==> config.mk <==
export PLATFORM = sky130hd
export DESIGN_NAME = lbr_ring_top
export DESIGN_NICKNAME = d
export VERILOG_FILES = /design/src/rtl/lbr_pkg.sv /design/src/rtl/lbr_pair_sel.sv /design/src/rtl/lbr_tos_ptr.sv /design/src/rtl/lbr_entry_bank.sv /design/src/rtl/lbr_ring_top.sv
export SDC_FILE = /design/constraint.sdc
export NUM_CORES = 1
export LEC_CHECK = 0
export BUFFER_PORTS_ARGS = -buffer_cell sky130_fd_sc_hd__buf_4
export CAP_MARGIN = 20
export CORE_UTILIZATION = 45
export DETAILED_ROUTE_END_ITERATION = 16
export PLACE_DENSITY_LB_ADDON = 0.25
export SLEW_MARGIN = 20
export SYNTH_ARGS = -nofsm -noshare
export SYNTH_HDL_FRONTEND = slang
export SYNTH_SLANG_ARGS = --single-unit
export TNS_END_PERCENT = 10
==> constraint.sdc <==
create_clock -name clk -period 17.3 [get_ports clk]
set_input_delay 0.865 -clock clk [delete_from_list [all_inputs] [get_ports clk]]
set_output_delay 0.865 -clock clk [all_outputs]
set_load 0.01 [all_outputs]
==> src/rtl/lbr_pkg.sv <==
package lbr_pkg;
  typedef enum logic [1:0] {
    XFER_BRANCH = 2'd0,
    XFER_INTR   = 2'd1,
    XFER_EXCP   = 2'd2,
    XFER_NONE   = 2'd3
  } xfer_kind_e;
endpackage

==> src/rtl/lbr_pair_sel.sv <==
module lbr_pair_sel
  import lbr_pkg::*;
#(
  parameter int ADDR_W = 32
) (
  input  logic [1:0]        kind,
  input  logic [ADDR_W-1:0] br_addr,
  input  logic [ADDR_W-1:0] br_tgt,
  input  logic [ADDR_W-1:0] ret_addr,
  input  logic [ADDR_W-1:0] fault_addr,
  input  logic [ADDR_W-1:0] hdl_addr,
  output logic              recordable,
  output logic [ADDR_W-1:0] from_addr,
  output logic [ADDR_W-1:0] to_addr
);
  always_comb begin
    recordable = 1'b1;
    from_addr  = '0;
    to_addr    = '0;
    unique case (xfer_kind_e'(kind))
      XFER_BRANCH: begin from_addr = br_addr;    to_addr = br_tgt;   end
      XFER_INTR:   begin from_addr = ret_addr;   to_addr = hdl_addr; end
      XFER_EXCP:   begin from_addr = fault_addr; to_addr = hdl_addr; end
      default:     recordable = 1'b0;
    endcase
  end
endmodule

==> src/rtl/lbr_tos_ptr.sv <==
module lbr_tos_ptr #(
  parameter int DEPTH = 16,
  localparam int IDXW = $clog2(DEPTH)
) (
  input  logic            clk,
  input  logic            rst_n,
  input  logic            adv,
  output logic [IDXW-1:0] tos_q,
  output logic [IDXW-1:0] tos_nxt
);
  localparam logic [IDXW-1:0] TOS_LAST = IDXW'(DEPTH - 1);

  assign tos_nxt = (tos_q == TOS_LAST) ? '0 : tos_q + 1'b1;

  always_ff @(posedge clk) begin
    if (!rst_n)   tos_q <= TOS_LAST;
    else if (adv) tos_q <= tos_nxt;
  end
endmodule

==> src/rtl/lbr_entry_bank.sv <==
module lbr_entry_bank #(
  parameter int DEPTH  = 16,
  parameter int ADDR_W = 32,
  localparam int IDXW = $clog2(DEPTH)
) (
  input  logic              clk,
  input  logic              rst_n,
  input  logic              wen,
  input  logic [IDXW-1:0]   widx,
  input  logic [ADDR_W-1:0] wfrom,
  input  logic [ADDR_W-1:0] wto,
  input  logic [IDXW-1:0]   ridx,
  output logic [ADDR_W-1:0] rfrom,
  output logic [ADDR_W-1:0] rto
);
  logic [ADDR_W-1:0] from_q [DEPTH];
  logic [ADDR_W-1:0] to_q   [DEPTH];

  for (genvar g = 0; g < DEPTH; g++) begin : g_slot
    always_ff @(posedge clk) begin
      if (!rst_n) begin
        from_q[g] <= '0;
        to_q[g]   <= '0;
      end else if (wen && widx == IDXW'(g)) begin
        from_q[g] <= wfrom;
        to_q[g]   <= wto;
      end
    end
  end

  assign rfrom = from_q[ridx];
  assign rto   = to_q[ridx];
endmodule

==> src/rtl/lbr_ring_top.sv <==
module lbr_ring_top #(
  parameter int DEPTH  = 16,
  parameter int ADDR_W = 32,
  localparam int IDXW = $clog2(DEPTH),
  localparam int RAW  = IDXW + 2
) (
  input  logic              clk,
  input  logic              rst_n,
  input  logic              ev_valid,
  output logic              ev_ready,
  input  logic [1:0]        ev_kind,
  input  logic [ADDR_W-1:0] ev_br_addr,
  input  logic [ADDR_W-1:0] ev_br_tgt,
  input  logic [ADDR_W-1:0] ev_ret_addr,
  input  logic [ADDR_W-1:0] ev_fault_addr,
  input  logic [ADDR_W-1:0] ev_hdl_addr,
  input  logic              rq_valid,
  output logic              rq_ready,
  input  logic              rq_write,
  input  logic [RAW-1:0]    rq_addr,
  input  logic [ADDR_W-1:0] rq_wdata,
  output logic              rs_valid,
  output logic [ADDR_W-1:0] rs_data
);
  logic              recordable, rec_fire;
  logic [ADDR_W-1:0] sel_from, sel_to, rd_from, rd_to, rd_word;
  logic [IDXW-1:0]   tos_q, tos_nxt;
  logic              unused_wr;

  assign ev_ready  = 1'b1;
  assign rq_ready  = 1'b1;
  // software writes are accepted and discarded
  assign unused_wr = rq_write ^ (^rq_wdata);

  lbr_pair_sel #(.ADDR_W(ADDR_W)) u_sel (
    .kind(ev_kind), .br_addr(ev_br_addr), .br_tgt(ev_br_tgt),
    .ret_addr(ev_ret_addr), .fault_addr(ev_fault_addr), .hdl_addr(ev_hdl_addr),
    .recordable(recordable), .from_addr(sel_from), .to_addr(sel_to)
  );

  assign rec_fire = ev_valid && recordable;

  lbr_tos_ptr #(.DEPTH(DEPTH)) u_tos (
    .clk(clk), .rst_n(rst_n), .adv(rec_fire), .tos_q(tos_q), .tos_nxt(tos_nxt)
  );

  lbr_entry_bank #(.DEPTH(DEPTH), .ADDR_W(ADDR_W)) u_bank (
    .clk(clk), .rst_n(rst_n), .wen(rec_fire), .widx(tos_nxt),
    .wfrom(sel_from), .wto(sel_to),
    .ridx(rq_addr[IDXW:1]), .rfrom(rd_from), .rto(rd_to)
  );

  always_comb begin
    if (rq_addr[RAW-1]) rd_word = ADDR_W'(tos_q);
    else if (rq_addr[0]) rd_word = rd_to;
    else                 rd_word = rd_from;
  end

  always_ff @(posedge clk) begin
    if (!rst_n) begin
      rs_valid <= 1'b0;
      rs_data  <= '0;
    end else begin
      rs_valid <= rq_valid;
      if (rq_valid) rs_data <= rd_word;
    end
  end
endmodule

---- After elaboration in Yosys (flattened, before gate mapping) ----
Memory sizes are Yosys's and may differ from the RTL's.
Cells that the tools add are included.
storage, ports and cells
  input bits .............................. 205
  bits in writable memories ............... 1024
  word-level logic and storage cells ...... 164
  register bits after elaboration ......... 37
  memories ................................ 2
memory list
  name           depth  bits a word  rd ports  clocked after Yosys merged registers in  wr ports  RTL line              text
  u_bank.from_q  16     32           1         0                                        16        lbr_entry_bank.sv:16  logic [ADDR_W-1:0] from_q [DEPTH];
  u_bank.to_q    16     32           1         0                                        16        lbr_entry_bank.sv:17  logic [ADDR_W-1:0] to_q [DEPTH];
operators by class
  bitwise operators ....................... 32
  add/sub/neg operators ................... 1
  reductions and logical operators ........ 21
  mux-type cells .......................... 87
  equal/unequal tests ..................... 18
operators with widths
  operator             number
  $mux 32              34
  $pmux 32 s3          1
  $pmux 32 s2          1
  $mux 1               50
  $eq 4x4->1 const B   9
  $or 1x1->1           32
  $logic_and 1x1->1    17
  $eq 4x3->1 const B   4
  $eq 4x2->1 const B   2
  $add 4x1->4 const B  1
  $eq 4x1->1 const B   1
  $logic_not 4->1      1
  $mux 4               1
  $reduce_or 3->1      1
  $eq 2x1->1 const B   1
  $eq 2x2->1 const B   1
  $logic_not 2->1      1
  $reduce_or 2->1      1

---- Depth between registers and ports, before layout ----
  depth after elaboration ................. 9
  mapped depth ............................ 10
  depth with buffers taken out ............ 6

---- Modules after synthesis ----
Synthesis repeated with hierarchy kept, for this count alone.
unflattened totals
  cell total of the unflattened synthesis .. 3096
  area, all modules ....................... 48469.0 um^2
modules (own cells, without submodules)
  module          cells an instance  area each (um^2)  instances
  lbr_entry_bank  2791               45703.8           1
  lbr_ring_top    124                1550.2            1
  lbr_pair_sel    158                994.7             1
  lbr_tos_ptr     23                 220.2             1

---- Least setup slack after synthesis ----
Ideal clock, no wire load.
  path type ............................... input-to-reg
  start ................................... input port ev_kind[0]
  end ..................................... memory u_bank.from_q[10][0], enable pin
  buffers on the path ..................... 1
  setup time .............................. 0.574 ns
  arrival time ............................ 6.233 ns
  slack ................................... 10.493 ns
  stages .................................. 5
  cells stage by stage .................... ha_1 nor2b_1 clkbuf_1 nand2_1 o21ai_0
RTL lines
  item                RTL line              text
  start: declaration  lbr_ring_top.sv:11    input logic [1:0] ev_kind,
  end: declaration    lbr_entry_bank.sv:16

---- Worst setup path after layout ----
  start ................................... input port rq_addr[2]
  end ..................................... register rs_data[25]
on the way
  longest elaborated chain between the ends .. 3
ends and longest elaborated chain
  item                                     RTL line            text
  start: declaration                       lbr_ring_top.sv:20  input logic [RAW-1:0] rq_addr,
  $mem_v2 16x32, on equally long branches  -
  $mux 32 (*)                              lbr_ring_top.sv:55  else if (rq_addr[0]) rd_word = rd_to;
  $mux 32 (*)                              lbr_ring_top.sv:54  if (rq_addr[RAW-1]) rd_word = ADDR_W'(tos_q);
  end signal: assignment                   lbr_ring_top.sv:65  if (rq_valid) rs_data <= rd_word;
  end: declaration                         lbr_ring_top.sv:23  output logic [ADDR_W-1:0] rs_data
Every way passes the cells marked *; elsewhere a longest branch is shown, timed or not.
A chain may end at the register's enable or synchronous reset.

==> flow_summary_export.csv <==
group,metric,value,unit
outcome,status,"finished, final reports clean",
drt,firstDrtPassIters,6,
global_route,grt_max_degree,71,
drt,num_vias,29999,
power,cellPowerDensity,111,nW/um^2
synthesis,synth_commonest_cells,"1,030 x nor2_1, 1,024 x edfxtp_1, 296 x mux2i_1",
power,swShare,23.6,%
setup_path,start_kind,"input port",
power,intPower,4530,uW
synthesis,avgSynthCellArea,13.3,um^2
hold_path,hold_depth,3,
timing,maxSlewHeadroom,21.8,%
setup_path,worstPathMaxFanout,70,
timing,finalSetupViolCount,0,
power,p_leak,0.0193,uW
synthesis,synth_seq_cells,1061,
synthesis,synth_top_cell_area_share,65.4,%
timing,hold_viol,0,
drt,drc_errors,0,
synthesis,syn_inst,3524,
timing,min_period_over_period,32.1,%
clock_tree,holdBufCountCts,0,
setup_path,cp_slowest_cell,"buf_4",
drt,wl_per_cell,28.2,um
die,dieArea,106000,um^2
run,maxCapViolations,0,
die,core-area,104000,um^2
place,gp_congestion,0.766,
timing,worst_pin_slew,1.17,ns
timing,finalMaxSlewViolations,0,
setup_path,cp_common_cell,"buf_4",
global_route,antenna_found_initial,3,
setup_path,critPathBufInv,5,
power,p_sw,1400,uW
final_layout,drive_gt1_share,18.3,%
synthesis,ys.flop_type,"edfxtp_1",
global_route,grt_pass1_wl,203,mm
synthesis,ys_seq_area_share,66.9,%
setup_path,cpLargestDelayFamily,"buffers and inverters",
hold_path,hp-class,"register to register",
setup_path,crit_type,"input port to register",
timing,rsz0062_at_grt,"false",
global_route,gr-usage-all-layers,26.3,%
clock_tree,clockBufferDepth,3,
synthesis,yosys-top-cells-area,"edfxtp_1 65%, nor2_1 8.2%, mux2i_1 6.3%",
synthesis,yosysMostFrequentCell,"nor2_1",
final_layout,area_growth,13.1,%
global_route,grt_overflow,0,
setup_path,r2r_cells,6,
place,dpl-instance-area,49500,um^2
synthesis,synth_edf_count,1024,
setup_path,cp.required,17.87,ns
drt,avgViaCountPerCell,6.01,
setup_path,path_cells,"buf_8, buf_4, buf_4, buf_4, buf_4, mux4_2, nor2b_1, a211oi_1, o31ai_1, and3_1",
timing,fmax,180,MHz
drt,ant_nets,0,
final_layout,insertedDiodeCount,0,
global_route,grt_pass1_vias,29826,
final_layout,fillers,8728,
place,dp_hpwl,75.2,mm
synthesis,ys_types,47,
clock_tree,cts_root_buffer,"clkbuf_16",
setup_path,critical_path.max_stage_delay,0.85,ns
final_layout,fin_cells,4988,
setup_path,arrival,6.12,ns
setup_path,end_kind,"register",
place,place_inst,4783,
setup_path,crit_cells,10,
clock_tree,htree_levels,3,
drt,drtIter0Drc,3785,
die,fp.dieH,325,um
power,pwr-share-seq,50.0,%
die,num_rows,118,
power,totalPowerFinal,5930,uW
clock_tree,cts_buffers,107,
clock_tree,clock-sinks,1061,
clock_tree,clk_latency,0.68,ns
die,die_w,325,um
die,initial_core_util,45.4,%
final_layout,nets,3729,
clock_tree,clk_pin_slew,0.06,ns
power,vdd_drop_max,0.0896,mV
clock_tree,post_cts_resized,0,
power,pwr-share-comb,9.1,%
final_layout,design_area,53200,um^2
synthesis,netlist_area,47000,um^2
timing,fin_crit,5.55,ns
drt,drt-total-wl,141,mm
final_layout,multi_input_area,14300,um^2
synthesis,yosys_warnings,0,
timing,tns,0,ns
die,io-pin-count,240,
final_layout,final_util,51.3,%
clock_tree,cts_tree,"built",
final_layout,register_area,31500,um^2
clock_tree,post_cts_buffers,0,
power,p_clk_share,40.8,%
synthesis,yosys.area.top_type,"edfxtp_1",
synthesis,synthArstFlopShare,0,%
timing,skew,0.0176,ns
place,port_buffers,204,
power groups by stage:
| stage | registers, uW | logic [uW] | clock network (uW) |
|---|---|---|---|
| 2_1_floorplan | 3030 | 328 | 0 |
| 3_3_place_gp | 3020 | 534 | 0 |
| 5_1_grt | 2980 | 573 | 2530 |
| 4_1_cts | 2970 | 540 | 2440 |
| 6_report | 2970 | 542 | 2420 |
| 3_5_place_dp | 3020 | 538 | 0 |
cells by family after synthesis:
| kind of cell | count (synthesis) | synth area share (%) |
|---|---|---|
| and+or+nand+nor | 1279 | 11.2 |
| DFF | 1061 | 66.9 |
| muxes | 423 | 12.3 |
| buffers and inverters | 391 | 3.63 |
| AOI/OAI and AO/OA | 359 | 5.64 |
| adders and majority gates | 10 | 0.266 |
| other | 1 | 0.00797 |
final timing paths:
path	start	end	slack, ns
worst min-delay path	rs_data[17]	rs_data[17]	0.69
worst max register to register	u_tos.tos_q[0]	u_bank.to_q[5][15]	13.65
worst max-delay path	rq_addr[2]	rs_data[25]	11.75
worst min register to register	rs_data[17]	rs_data[17]	0.69
worst register-to-register path: cells and delay by family, from the launching register on:
family	cells	cell delay, ns
AO/OA/AOI/OAI	3	1.37
adder cells (fa/ha/maj)	1	0.33
buffers and inverters	1	0.82
flip-flops	1	0.39
AND/OR/NAND/NOR	1	0.30
area by class of cell:
type | instances | area share, %
inverter | 8 | 0.0564
sequential | 1061 | 59.2
timing repair buffer | 263 | 3.85
tap | 1380 | 3.24
multi-input combinational | 2073 | 26.8
clock inverter | 49 | 1.13
clock buffer | 154 | 5.76
sequential cells by signal, indices dropped and copies added (netlist names):
register       flops
rs_data           32
rs_valid           1
u_bank.from_q    512
u_tos.tos_q        4
u_bank.to_q      512
layout by cell type (no fill, tap or decap), drive strengths merged, types with 2 or more instances in the layout:
master    instances
a211oi           29
a21oi            43
a222oi           32
a22o              4
a22oi           164
and2              4
and3             33
buf             263
bufinv           13
clkbuf          154
clkinv           29
clkinvlp          4
conb              2
dfxtp            37
edfxtp         1024
ha               10
inv              11
mux2              5
mux2i           296
mux4            122
nand2            40
nand2b           31
nand3            33
nand4             4
nor2           1030
nor2b            34
nor4              2
o2111ai          24
o211ai            3
o21ai            23
o31ai            28
or2              65
per-layer routing:
layer | share of wire, % | global-route usage (%)
met2 | 48 | 43.5
met1 | 40 | 36.1
met5 | 0 | 0
met4 | 3.2 | 8.05
met3 | 8.5 | 3.79
through the flow:
step	worst slack, ns	hold slack (ns)
after floorplan	10.49	0.593
after global placement	11.18	0.654
after detailed placement	11.18	0.654
after CTS	11.92	0.678
after global routing	11.64	0.739
final	11.75	0.688
Note: power is estimated with default switching activity, not from simulation.
